**config.mk**
```make
export PLATFORM = sky130hd
export DESIGN_NAME = tx_chain_dma
export DESIGN_NICKNAME = d
export VERILOG_FILES = /design/src/rtl/tcd_pkg.sv /design/src/rtl/tcd_ctrl.sv /design/src/rtl/tcd_serializer.sv /design/src/rtl/tcd_port_mux.sv /design/src/rtl/tcd_walker.sv /design/src/rtl/tx_chain_dma.sv
export SDC_FILE = /design/constraint.sdc
export NUM_CORES = 1
export LEC_CHECK = 0
export BUFFER_PORTS_ARGS = -buffer_cell sky130_fd_sc_hd__clkbuf_2
export CAP_MARGIN = 5
export CORE_ASPECT_RATIO = 1.25
export CORE_MARGIN = 8
export CORE_UTILIZATION = 56
export DETAILED_ROUTE_END_ITERATION = 12
export HOLD_SLACK_MARGIN = 0.03
export PLACE_DENSITY = 0.8
export SLEW_MARGIN = 20
export SYNTH_ARGS = -nofsm -noshare
export SYNTH_HDL_FRONTEND = slang
export SYNTH_SLANG_ARGS = --single-unit
```
**constraint.sdc**
```tcl
create_clock -name clk -period 5.2 [get_ports clk]
set_clock_uncertainty 0.15 [all_clocks]
set_input_delay 0.78 -clock clk [delete_from_list [all_inputs] [get_ports clk]]
set_output_delay 0.78 -clock clk [all_outputs]
set_load 0.05 [all_outputs]
```
**src/rtl/tcd_pkg.sv**
```systemverilog
package tcd_pkg;
  localparam int WORD_W     = 32;
  localparam int LANES      = WORD_W / 8;
  localparam int LANE_CNT_W = $clog2(LANES) + 1;
  localparam int LEN_W      = 11;
  localparam int EMPTY_BIT  = 31;
  localparam int OFS_BUF    = 0;
  localparam int OFS_SIZE   = 4;
  localparam int OFS_NEXT   = 8;

  typedef enum logic [2:0] {
    ST_IDLE, ST_SIZE, ST_BUF, ST_NEXT, ST_DATA, ST_EMIT, ST_WB
  } walk_st_e;

  function automatic logic [WORD_W-1:0] word_align(input logic [WORD_W-1:0] a);
    return {a[WORD_W-1:2], 2'b00};
  endfunction

  function automatic logic [LANE_CNT_W-1:0] beat_bytes(input logic [LEN_W-1:0] rem);
    if (rem >= LEN_W'(LANES)) return LANE_CNT_W'(LANES);
    return LANE_CNT_W'(rem);
  endfunction

  function automatic logic [WORD_W-1:0] mark_empty(input logic [WORD_W-1:0] sw);
    return sw | (WORD_W'(1) << EMPTY_BIT);
  endfunction
endpackage

```
**src/rtl/tcd_ctrl.sv**
```systemverilog
module tcd_ctrl
  import tcd_pkg::*;
(
  input  logic              clk,
  input  logic              rst_n,
  input  logic              ctl_wr,
  input  logic              ctl_wdata,
  input  logic              base_wr,
  input  logic [WORD_W-1:0] base_wdata,
  input  logic              cfg_tx_en,
  input  logic              walk_busy,
  input  logic              walk_underrun,
  output logic              ctl_en,
  output logic [WORD_W-1:0] base_q,
  output logic              start,
  output logic [WORD_W-1:0] start_addr
);
  logic ctl_take;

  assign ctl_take   = ctl_wr && !walk_busy;
  assign start      = ctl_take && ctl_wdata && cfg_tx_en;
  assign start_addr = base_wr ? word_align(base_wdata) : base_q;

  always_ff @(posedge clk) begin
    if (!rst_n) begin
      ctl_en <= 1'b0;
      base_q <= '0;
    end else begin
      if (base_wr) base_q <= word_align(base_wdata);
      if (ctl_take) ctl_en <= ctl_wdata;
      else if (walk_underrun) ctl_en <= 1'b0;
    end
  end
endmodule

```
**src/rtl/tcd_serializer.sv**
```systemverilog
module tcd_serializer
  import tcd_pkg::*;
#(
  parameter int NLANES = LANES
) (
  input  logic                  clk,
  input  logic                  rst_n,
  input  logic                  load,
  input  logic [8*NLANES-1:0]   word,
  input  logic [LANE_CNT_W-1:0] nbytes,
  input  logic                  last_word,
  output logic                  out_valid,
  output logic [7:0]            out_data,
  output logic                  out_last,
  input  logic                  out_ready,
  output logic                  done
);
  localparam int IDX_W = $clog2(NLANES);

  logic [8*NLANES-1:0]   word_q;
  logic [IDX_W-1:0]      idx_q;
  logic [LANE_CNT_W-1:0] cnt_q;
  logic                  lastw_q;
  logic                  full_q;
  logic                  final_b;

  assign final_b   = (LANE_CNT_W'(idx_q) + LANE_CNT_W'(1)) == cnt_q;
  assign out_valid = full_q;
  assign out_data  = 8'(word_q >> {idx_q, 3'b000});
  assign out_last  = full_q && lastw_q && final_b;
  assign done      = full_q && out_ready && final_b;

  always_ff @(posedge clk) begin
    if (!rst_n) begin
      word_q  <= '0;
      idx_q   <= '0;
      cnt_q   <= '0;
      lastw_q <= 1'b0;
      full_q  <= 1'b0;
    end else if (load) begin
      word_q  <= word;
      idx_q   <= '0;
      cnt_q   <= nbytes;
      lastw_q <= last_word;
      full_q  <= 1'b1;
    end else if (full_q && out_ready) begin
      if (final_b) full_q <= 1'b0;
      else idx_q <= idx_q + IDX_W'(1);
    end
  end
endmodule

```
**src/rtl/tcd_port_mux.sv**
```systemverilog
module tcd_port_mux (
  input  logic       sel_lb,
  input  logic       in_valid,
  input  logic [7:0] in_data,
  input  logic       in_last,
  output logic       in_ready,
  output logic       tx_valid,
  output logic [7:0] tx_data,
  output logic       tx_last,
  input  logic       tx_ready,
  output logic       lb_valid,
  output logic [7:0] lb_data,
  output logic       lb_last,
  input  logic       lb_ready
);
  assign tx_valid = in_valid && !sel_lb;
  assign lb_valid = in_valid && sel_lb;
  assign tx_data  = in_data;
  assign lb_data  = in_data;
  assign tx_last  = in_last && !sel_lb;
  assign lb_last  = in_last && sel_lb;
  assign in_ready = sel_lb ? lb_ready : tx_ready;
endmodule

```
**src/rtl/tcd_walker.sv**
```systemverilog
module tcd_walker
  import tcd_pkg::*;
(
  input  logic                  clk,
  input  logic                  rst_n,
  input  logic                  start,
  input  logic [WORD_W-1:0]     start_addr,
  input  logic                  loop_in,
  output logic                  mem_req,
  output logic                  mem_we,
  output logic [WORD_W-1:0]     mem_addr,
  output logic [WORD_W-1:0]     mem_wdata,
  input  logic                  mem_ack,
  input  logic [WORD_W-1:0]     mem_rdata,
  output logic                  ser_load,
  output logic [WORD_W-1:0]     ser_word,
  output logic [LANE_CNT_W-1:0] ser_nbytes,
  output logic                  ser_last,
  input  logic                  ser_done,
  output logic                  busy,
  output logic                  loop_sel,
  output logic                  sent_pulse,
  output logic                  underrun_pulse
);
  walk_st_e          st;
  logic [WORD_W-1:0] desc_q, size_q, buf_q, next_q;
  logic [LEN_W-1:0]  rem_q;
  logic [WORD_W-1:0] raw_addr;

  always_comb begin
    case (st)
      ST_SIZE: raw_addr = desc_q + WORD_W'(OFS_SIZE);
      ST_BUF:  raw_addr = desc_q + WORD_W'(OFS_BUF);
      ST_NEXT: raw_addr = desc_q + WORD_W'(OFS_NEXT);
      ST_DATA: raw_addr = buf_q;
      ST_WB:   raw_addr = desc_q + WORD_W'(OFS_SIZE);
      default: raw_addr = desc_q;
    endcase
  end

  assign mem_req    = st inside {ST_SIZE, ST_BUF, ST_NEXT, ST_DATA, ST_WB};
  assign mem_we     = (st == ST_WB);
  assign mem_addr   = word_align(raw_addr);
  assign mem_wdata  = mark_empty(size_q);
  assign ser_load   = (st == ST_DATA) && mem_ack;
  assign ser_word   = mem_rdata;
  assign ser_nbytes = beat_bytes(rem_q);
  assign ser_last   = rem_q <= LEN_W'(LANES);
  assign busy       = (st != ST_IDLE);
  assign loop_sel   = loop_q;

  logic loop_q;

  always_ff @(posedge clk) begin
    if (!rst_n) begin
      st             <= ST_IDLE;
      desc_q         <= '0;
      size_q         <= '0;
      buf_q          <= '0;
      next_q         <= '0;
      rem_q          <= '0;
      loop_q         <= 1'b0;
      sent_pulse     <= 1'b0;
      underrun_pulse <= 1'b0;
    end else begin
      sent_pulse     <= 1'b0;
      underrun_pulse <= 1'b0;
      case (st)
        ST_IDLE: if (start) begin
          desc_q <= word_align(start_addr);
          st     <= ST_SIZE;
        end
        ST_SIZE: if (mem_ack) begin
          size_q <= mem_rdata;
          if (mem_rdata[EMPTY_BIT]) begin
            underrun_pulse <= 1'b1;
            st             <= ST_IDLE;
          end else begin
            loop_q <= loop_in;
            rem_q  <= mem_rdata[LEN_W-1:0];
            st     <= ST_BUF;
          end
        end
        ST_BUF: if (mem_ack) begin
          buf_q <= word_align(mem_rdata);
          st    <= ST_NEXT;
        end
        ST_NEXT: if (mem_ack) begin
          next_q <= mem_rdata;
          st     <= (rem_q == '0) ? ST_WB : ST_DATA;
        end
        ST_DATA: if (mem_ack) begin
          rem_q <= rem_q - LEN_W'(beat_bytes(rem_q));
          buf_q <= buf_q + WORD_W'(LANES);
          st    <= ST_EMIT;
        end
        ST_EMIT: if (ser_done) begin
          st <= (rem_q == '0) ? ST_WB : ST_DATA;
        end
        ST_WB: if (mem_ack) begin
          sent_pulse <= 1'b1;
          desc_q     <= word_align(next_q);
          st         <= ST_SIZE;
        end
        default: st <= ST_IDLE;
      endcase
    end
  end
endmodule

```
**src/rtl/tx_chain_dma.sv**
```systemverilog
module tx_chain_dma
  import tcd_pkg::*;
(
  input  logic              clk,
  input  logic              rst_n,
  input  logic              ctl_wr,
  input  logic              ctl_wdata,
  input  logic              base_wr,
  input  logic [WORD_W-1:0] base_wdata,
  input  logic              cfg_tx_en,
  input  logic              cfg_loopback,
  output logic              ctl_en,
  output logic [WORD_W-1:0] base_addr,
  output logic              busy,
  output logic              mem_req,
  output logic              mem_we,
  output logic [WORD_W-1:0] mem_addr,
  output logic [WORD_W-1:0] mem_wdata,
  input  logic              mem_ack,
  input  logic [WORD_W-1:0] mem_rdata,
  output logic              tx_valid,
  output logic [7:0]        tx_data,
  output logic              tx_last,
  input  logic              tx_ready,
  output logic              lb_valid,
  output logic [7:0]        lb_data,
  output logic              lb_last,
  input  logic              lb_ready,
  output logic              evt_pkt_sent,
  output logic              evt_underrun
);
  logic                  start;
  logic [WORD_W-1:0]     start_addr;
  logic                  ser_load, ser_last, ser_done;
  logic [WORD_W-1:0]     ser_word;
  logic [LANE_CNT_W-1:0] ser_nbytes;
  logic                  loop_sel;
  logic                  s_valid, s_last, s_ready;
  logic [7:0]            s_data;

  tcd_ctrl i_ctrl (
    .clk(clk), .rst_n(rst_n), .ctl_wr(ctl_wr), .ctl_wdata(ctl_wdata),
    .base_wr(base_wr), .base_wdata(base_wdata), .cfg_tx_en(cfg_tx_en),
    .walk_busy(busy), .walk_underrun(evt_underrun), .ctl_en(ctl_en),
    .base_q(base_addr), .start(start), .start_addr(start_addr)
  );

  tcd_walker i_walker (
    .clk(clk), .rst_n(rst_n), .start(start), .start_addr(start_addr),
    .loop_in(cfg_loopback), .mem_req(mem_req), .mem_we(mem_we),
    .mem_addr(mem_addr), .mem_wdata(mem_wdata), .mem_ack(mem_ack),
    .mem_rdata(mem_rdata), .ser_load(ser_load), .ser_word(ser_word),
    .ser_nbytes(ser_nbytes), .ser_last(ser_last), .ser_done(ser_done),
    .busy(busy), .loop_sel(loop_sel), .sent_pulse(evt_pkt_sent),
    .underrun_pulse(evt_underrun)
  );

  tcd_serializer #(.NLANES(LANES)) i_ser (
    .clk(clk), .rst_n(rst_n), .load(ser_load), .word(ser_word),
    .nbytes(ser_nbytes), .last_word(ser_last), .out_valid(s_valid),
    .out_data(s_data), .out_last(s_last), .out_ready(s_ready), .done(ser_done)
  );

  tcd_port_mux i_mux (
    .sel_lb(loop_sel), .in_valid(s_valid), .in_data(s_data), .in_last(s_last),
    .in_ready(s_ready), .tx_valid(tx_valid), .tx_data(tx_data),
    .tx_last(tx_last), .tx_ready(tx_ready), .lb_valid(lb_valid),
    .lb_data(lb_data), .lb_last(lb_last), .lb_ready(lb_ready)
  );
endmodule

```
# Word level (Yosys, flattened, before mapping)
# Cells that the tools add are included.
[word_totals] elab_cells=120 out_inout_bits=122 ff_bits=214 inputBits=74
[classes] bitwise_logic=3 n_eq_ne=15 n_mux=40 shifts=1 order_cmp=2 addsub=6 reduce_logical=37
[op_table] op="2-to-1 mux 32 bit" count=5
[op_table] op="one-hot mux 32 bit (2 select lines)" count=2
[op_table] op="one-hot mux 32 bit (3 select lines)" count=1
[op_table] op="adder 32 x 3 -> 32 bit, second input constant" count=2
[op_table] op="2-to-1 mux 3 bit" count=13
[op_table] op="2-to-1 mux 11 bit" count=3
[op_table] op="adder 32 x 4 -> 32 bit, second input constant" count=1
[op_table] op="right shift 32 x 5 -> 8 bit" count=1
[op_table] op="one-hot mux 11 bit (2 select lines)" count=1
[op_table] op="one-hot mux 3 bit (7 select lines)" count=1
[op_table] op="logical AND 1 bit" count=12
[op_table] op="2-to-1 mux 1 bit" count=12
[op_table] op="inequality test 2 bit, second input constant" count=6
[op_table] op="AND reduction 3 bit" count=4
[op_table] op="nonzero test 2 bit" count=6
[op_table] op="greater-or-equal comparator 11 x 3 -> 1 bit, second input constant" count=1
[op_table] op="<= comparator 11 x 3 -> 1 bit, second input constant" count=1
[op_table] op="logical NOT 11 bit" count=1
[op_table] op="subtractor 11 x 3 -> 11 bit" count=1
[op_table] op="AND reduction 2 bit" count=5
[op_table] op="== test 3 bit, second input constant" count=3
[op_table] op="AND reduction 7 bit" count=1
[op_table] op="== test 3 x 2 -> 1 bit, second input constant" count=2
[op_table] op="nonzero test 5 bit" count=1
[op_table] op="12 further kinds" count=18

# Logic depth before layout (Yosys ltp)
# Gate-level depths: netlist of the first run.
[logic_depth] ltp_word=12 ltp_mapped=10 mapped_depth_nobuf=7

# Modules after synthesis
# From an unflattened synthesis of the first run, not the netlist that was laid out.
[hier_totals] cells_unflattened=1442 hier_area_um2=11791.3
[modules_own_cells] mod="tcd_walker" seq_area_each_um2=2762.6 area_per_inst_um2=8410.6 instances=1 cells_per_inst=1158
[modules_own_cells] mod="tcd_serializer" seq_area_each_um2=780.7 area_per_inst_um2=1770.4 instances=1 cells_per_inst=153
[modules_own_cells] mod="tcd_ctrl" seq_area_each_um2=660.6 area_per_inst_um2=1442.6 instances=1 cells_per_inst=110
[modules_own_cells] mod="tcd_port_mux" seq_area_each_um2=0.0 area_per_inst_um2=167.7 instances=1 cells_per_inst=21

# Worst setup path before layout of the first run
# OpenSTA, ideal clock, no wires.
[synth_path] path_kind="flip-flop to output port" from="reg i_walker.st[2]" to="out mem_addr[23]" stages_incl_launch_ff=9 required_time_ns=4.270 path_buffers=2 arrival_time_ns=3.312 path_slack_ns=0.958 cell_sequence="dfxtp_1 buf_4 nor2b_1 buf_2 nand2_1 inv_2 o21a_1 o21ai_1 o311ai_0"
[synth_via] elab_chain_len=3
[synth_rtl] item="start, declared" line="tcd_walker.sv:25" text="walk_st_e st;"
[synth_rtl] item="start signal, assigned" line="tcd_walker.sv:90" text="st <= (rem_q == '0) ? ST_WB : ST_DATA;"
[synth_rtl] item="start signal, assigned" line="tcd_walker.sv:98" text="st <= (rem_q == '0) ? ST_WB : ST_DATA;"
[synth_rtl] item="== test 3 bit"
[synth_rtl] item="net mem_we" line="tx_chain_dma.sv:16" text="output logic mem_we,"
[synth_rtl] item="OR reduction 2 bit (no source line)"
[synth_rtl] item="one-hot mux 32 bit (3 select lines)" line="tcd_walker.sv:31" text="case (st)"
[synth_rtl] item="end, declared" line="tx_chain_dma.sv:17" text="output logic [WORD_W-1:0] mem_addr,"
# The timed path passes the listed nets, and every way through them passes these cells.

# Final worst setup path of the first run
[layout_path] from="reg i_walker.desc_q[3]" to="out mem_addr[14]"
[layout_via] elab_chain_len=2
[layout_rtl] item="start, declared" line="tcd_walker.sv:26" text="logic [WORD_W-1:0] desc_q, size_q, buf_q, next_q;"
[layout_rtl] item="start signal, assigned" line="tcd_walker.sv:70" text="desc_q <= word_align(start_addr);"
[layout_rtl] item="start signal, assigned" line="tcd_walker.sv:102" text="desc_q <= word_align(next_q);"
[layout_rtl] item="adder 32 x 3 -> 32 bit / adder 32 x 4 -> 32 bit (equally long branches)" line="tcd_walker.sv:32, tcd_walker.sv:36, tcd_walker.sv:34"
[layout_rtl] item="one-hot mux 32 bit (3 select lines) *" line="tcd_walker.sv:31"
# Every way passes the cells marked *; elsewhere a longest branch is shown, timed or not.

==> results of run 1 <==
-- critical path, cell delays in order (launching register included) --
cell and delay (ps):
dfxtp_1 590, ha_1 320, nand3_1 430, nor4_4 700, mux2i_2 180, or3_1 350
a31oi_1 320, clkbuf_2 350
-- per-layer routing --
layer / track usage, % / vias up
li1: - / 5452
met1: 36.2 / 5467
met2: 47.8 / 629
met3: 5.49 / 121
met4: 14.8 / 2
met5: 0 / -
-- logic make-up after synthesis --
group,Yosys count
mux,51
flops,208
other cells,2
compound gates,422
simple gates,614
xor+xnor,14
fa+ha+maj,6
buf+inv,148
-- layout make-up --
class | count | area [um^2]
Fill cell | 1806 | 7150
Sequential cell | 208 | 4160
Inverter | 13 | 51.3
Timing Repair Buffer | 209 | 1110
Multi-Input combinational cell | 1114 | 6370
Tap cell | 270 | 338
Clock buffer | 32 | 637
Clock inverter | 6 | 61.3
-- synth_stat cells, drive strengths merged (7+ instances only) --
| master | n |
|---|---|
| nor4 | 13 |
| mux2i | 42 |
| nand2 | 336 |
| and4 | 10 |
| xor2 | 8 |
| a31oi | 25 |
| nand4 | 22 |
| clkbuf | 79 |
| and3 | 8 |
| buf | 56 |
| o21ai | 55 |
| or3 | 11 |
| a22oi | 14 |
| a21o | 7 |
| o221a | 7 |
| nand3 | 39 |
| nor2 | 98 |
| nor2b | 10 |
| dfxtp | 208 |
| and2 | 12 |
| nor3 | 26 |
| a211oi | 9 |
| a21oi | 185 |
| inv | 13 |
| mux4 | 8 |
| o211ai | 46 |
-- flip-flops by register name, indices dropped and copies added, names as in the netlist, 3 cells and up --
signal           count
i_ctrl.base_q       30
i_walker.size_q     31
i_ser.word_q        32
i_walker.rem_q      11
i_walker.buf_q      30
i_walker.desc_q     30
i_ser.cnt_q          3
i_walker.next_q     30
i_walker.st          3
-- through the flow --
stage	cell area [um^2]	power, uW	instances	util [%]	hold slack, ps
3_5_place_dp	12000	2250	1814	60.5	295
3_3_place_gp	12000	2250	1814	60.5	289
4_1_cts	12700	3770	1852	64.0	304
6_report	12700	3760	1852	64.0	300
2_1_floorplan	11200	2090	1470	-	283
5_1_grt	12700	3870	1852	64.0	320
-- worst paths after layout --
check	from	depth (start not counted)	end
max reg2reg	i_walker.st[2]	8	i_ser.lastw_q
min	i_ser.word_q[21]	2	i_ser.word_q[21]
max	i_walker.desc_q[3]	7	mem_addr[14]
min reg2reg	i_ser.word_q[21]	2	i_ser.word_q[21]
-- power breakdown --
part           leakage, uW  total [uW]  switching (uW)  internal, uW
Combinational      0.00290         531             390           141
Sequential         0.00169        1700            60.2          1640
Clock             0.000344        1530             640           895
Total              0.00493        3760            1090          2670
==> impl_results.md, run 1 <==
* Status: finished clean
* Synth cell types at 84
* M1 WL at 14600 um
* Post-synth top area cell: dfxtp_1
* Global-route wire length before repair at 58400 um
* Num CTS Buffers at 21
* CP required at 4270 ps
* Setup TNS at 0 ps
* Drt wl/cell at 20.4 um
* Drt first-iter violations at 1176
* Measured slew at the worst slew-check pin at 1080 ps
* I/O pin cnt at 196
* Slew HR at 27.2%
* Post-CTS Resized at 0
* Tmin final at 4680 ps
* Static Leak at 0.00493 uW
* Most area-consuming cells after synthesis: dfxtp_1, nand2_1, a21oi_1
* Peak supply drop at 0.273 mV
* Post-DP HPWL at 26600 um
* Post-synthesis compound-gate area fraction at 23.6%
* Commonest non-fill, non-tap cells in the layout: nand2_1, dfxtp_1, clkbuf_2
* Commonest non-fill, non-tap cell in the layout: nand2_1
* Max_cap viols at 0
* Post-Synth Simple-Gate Area at 25.7%
* Total gr overflow at 0
* DIE AREA at 24800 um^2
* DRC viols at 0
* CTS tree: done
* Max Used Layer: met5
* Clock Tree Buf Depth at 3
* Cts hold-fix bufs at 0
* Port Buf Inserts at 188
* PD cells at 296 nW/um^2
* Initial antenna violation count at 1
* Clock Root Buffer: clkbuf_16
* Period Utilization, post-route at 90.0%
* Mux cell area share after synthesis at 5.51%
* Synth Cell Area at 11200 um^2
* GRT Overall Usage at 29.3%
* Tightest Hold Check Type: reg -> reg
* Inserted Diodes at 0
* Vias per inst at 6.30
* Crit path kind: reg -> out
* Setup repair bufs after CTS at 0
* Worst Setup Start Kind: register
* H-tree levels at 1
* Nets at 1647
* Routability congestion estimate at 0.979
* Layout area overhead at 13.9%
* # rows at 58
* Clock Latency Late Sink at 510 ps
* Top cell type's share of synthesized area at 37.3%
* Pre-CTS setup slack at 1110 ps
* Setup Viol. Count Final at 0
* Vias in the first global route at 10738
* Final ANT Viol Nets at 0
* Core Area at 19900 um^2
* Post-Synth XOR/XNOR Area at 1.10%
* Flop-to-flop setup slack at 1990 ps
* Peak Freq at 214 MHz
* DRT Pass-1 Iters at 5
* Routed vias at 11671
* CTS sink count at 208
* Ys Warns at 0
* CP Max Fanout at 14
* RSZ-0062 raised after global routing: false
* Setup ws final at 518 ps
* Die W at 142 um
* Largest family of logic cells by synthesized area: simple AND/OR/NAND/NOR gates
* WL met3 at 3540 um
* Syn Area/Cell at 7.63 um^2
* Adder-cell share of the synthesized area at 0.672%
* Pins Over Slew Limit at 0
* EDFF count, synth at 0
* Final hold vios at 0
* Synth async-reset ratio at 0%
* Layout cells sized above 1 at 18.2%
* WP data arrival at 3750 ps
* Register area share after synthesis at 37.3%
* Clk slew on worst S/H paths at 70 ps
* Dominant synthesized flop cell: dfxtp_1
* WL final at 37800 um
* Met2 wire len at 17900 um
* Initial Util at 56.2%
* Critical Path Sink Type: output port
* #FFs+latches synth at 208
* DIE HEIGHT at 174 um
* Largest net degree at the start of global routing at 98
* Post-Syn Instances at 1465
Note: power is estimated with default switching activity, not from simulation.
==> inputs of run 2 (changes only) <==
==> constraint.sdc (replaced) <==
create_clock -name clk -period 4.84 [get_ports clk]
set_clock_uncertainty 0.15 [all_clocks]
set_input_delay 0.726 -clock clk [delete_from_list [all_inputs] [get_ports clk]]
set_output_delay 0.726 -clock clk [all_outputs]
set_load 0.05 [all_outputs]
==> run 2 against run 1 <==
Effect of this change: die area did not move; worst hold slack improved by 2.9 ps; count of clock-buffer cells in the layout rose by 3; register-to-register slack got worse by 400 ps; sequential power rose by 7%; power rose by 8.9%; via count rose by 0.13%; critical path depth fell by 1; critical endpoint is now mem_addr[19]; first-iteration DRC count fell by 2.6%.
==> impl_results.md, run 2 (synthesis results as in run 1) <==
* Tightest Hold Check Type: reg -> reg
* Worst path cell trace: ha_1 -> nand3_1 -> nor4_4 -> o21ai_1 -> o311ai_0 -> clkbuf_2
* Measured slew at the worst slew-check pin at 1090 ps
* Static Leak at 0.00497 uW
* Largest registers: i_ser.word_q (32), i_walker.size_q (31)
* Clock Root Buffer: clkbuf_16
* WP buf/inv at 1
* Commonest non-fill, non-tap cells in the layout: nand2_1, dfxtp_1, clkbuf_2
* Total gr overflow at 0
* Routed vias at 11686
* PD cells at 319 nW/um^2
* Worst Hold Launch: i_ser.word_q[23]
* Drt first-iter violations at 1146
* Drt wl/cell at 20.7 um
* Core Area at 19900 um^2
* Largest net degree at the start of global routing at 71
* Die W at 142 um
* Initial Util at 56.2%
* Post-DP HPWL at 27100 um
* Cell area after layout at 12800 um^2
* CP Max Fanout at 14
* Critical Path Sink Type: output port
* R2r worst-path depth at 7
* Flop-to-flop setup slack at 1590 ps
* Crit path kind: reg -> out
* Port Buf Inserts at 188
* Global-route wire length before repair at 60000 um
* DRC viols at 0
* Layout cells sized above 1 at 18.3%
* Status: finished clean
* Instance area at placement at 12100 um^2
* Total stage count of the critical path at 6
* Pins Over Slew Limit at 0
* CTS sink count at 208
* Nets at 1655
* Peak per-stage delay on the critical path at 620 ps
* P_int at 2910 uW
* Max FFs per register at 32
* Max_cap viols at 0
* DIE HEIGHT at 174 um
* Initial antenna violation count at 0
* Sequential Power Share at 44.5%
* CP required at 3960 ps
* Reg2reg end: i_ser.word_q[16]
* CTS tree: done
* Switching pwr at 1190 uW
* Layout area overhead at 14.8%
* Worst Setup Start Kind: register
* End of the worst hold path: i_ser.word_q[23]
* Vias per inst at 6.29
* Clock power share at 41.5%
* Critical-path top delay cell: dfxtp_1
* Slew HR at 26.8%
* Inserted Diodes at 0
* H-tree levels at 1
* Combinational power share at 14.0%
* DRT Pass-1 Iters at 6
* GRT Overall Usage at 30.2%
* Peak Freq at 227 MHz
* Clock Tree Buf Depth at 3
* Largest Register: i_ser.word_q
* Filler Cell Count at 1801
* Cts hold-fix bufs at 0
* # rows at 58
* Vias in the first global route at 10952
* Num CTS Buffers at 23
* DIE AREA at 24800 um^2
* Setup TNS at 0 ps
* Tmin final at 4410 ps
* I/O pin cnt at 196
* CP top delay family: compound AO/OA/AOI/OAI gates
* Post-CTS Resized at 0
* Period Utilization, post-route at 91.0%
* Final ANT Viol Nets at 0
* Cells on Worst Hold Path at 2
* Sw Ratio at 29.0%
* Clk slew on worst S/H paths at 60 ps
* Clock Latency Late Sink at 500 ps
* RSZ-0062 raised after global routing: false
* Routability congestion estimate at 0.955
* Peak supply drop at 0.287 mV
* Setup repair bufs after CTS at 0
* Reg-to-reg startpoint: i_walker.st[2]
* Commonest non-fill, non-tap cell in the layout: nand2_1
* Setup Viol. Count Final at 0
* WL final at 38500 um
* Final hold vios at 0
* WP data arrival at 3530 ps
## run 2: changes by cell type in the layout (fill, tap and decap cells not counted), moves of 2 or more
| cell | delta |
|---|---|
| buf_12 | +2 |
| buf_4 | +6 |
| clkbuf_1 | +4 |
| clkbuf_16 | +2 |
| clkbuf_2 | -2 |
| clkbuf_8 | -3 |
| clkinv_2 | -3 |
## run 2: per-stage QoR
stage	setup slack [ps]	power, uW	hold WS (ps)	std cells	utilization [%]
after floorplan	652	2240	283	1470	-
after global placement	1000	2420	289	1820	60.9
after detailed placement	976	2430	297	1820	60.9
after CTS	441	4100	305	1859	64.5
after global routing	218	4220	309	1859	64.5
final	433	4100	303	1859	64.5
## run 2: worst max-delay path by stage
| stage | end | slack, ps | from |
|---|---|---|---|
| final | mem_addr[19] | 430 | i_walker.desc_q[3] |
| after global routing | mem_addr[19] | 220 | i_walker.desc_q[3] |
| after CTS | mem_addr[19] | 440 | i_walker.desc_q[3] |
| after detailed placement | mem_addr[19] | 980 | i_walker.desc_q[3] |
| after global placement | mem_addr[19] | 1000 | i_walker.desc_q[3] |
| after floorplan | mem_addr[23] | 650 | i_walker.st[2] |
## run 2: tightest hold or removal path, cell delays in order, from the launching register on
cell and delay, ps:
dfxtp_1 300, nand2_1 50, a21oi_1 50
## run 2: layer usage
layer	GRT usage [%]	vias to the layer above	part of all wire, %
li1	-	5457	-
met1	38.2	5493	39
met2	49.3	639	48
met3	4.75	97	8.6
met4	14.3	0	4.4
met5	0	-	0
## run 2: power groups by stage
| stage | clock network (uW) | registers, uW | logic, uW |
|---|---|---|---|
| detailed placement | 0 | 1860 | 570 |
| CTS | 1710 | 1820 | 571 |
| finish | 1700 | 1820 | 574 |
| global placement | 0 | 1860 | 562 |
| floorplan | 0 | 1910 | 338 |
| global route | 1780 | 1830 | 611 |
## run 2: area by class of cell
class | count | area, um^2 | area share [%]
clock buffers | 35 | 661 | 5.15
clock inverters | 4 | 58.8 | 0.458
inverters | 13 | 51.3 | 0.400
multi-input cells | 1114 | 6370 | 49.6
flip-flops and latches | 208 | 4160 | 32.5
well taps | 270 | 338 | 2.63
repair buffers | 215 | 1190 | 9.25
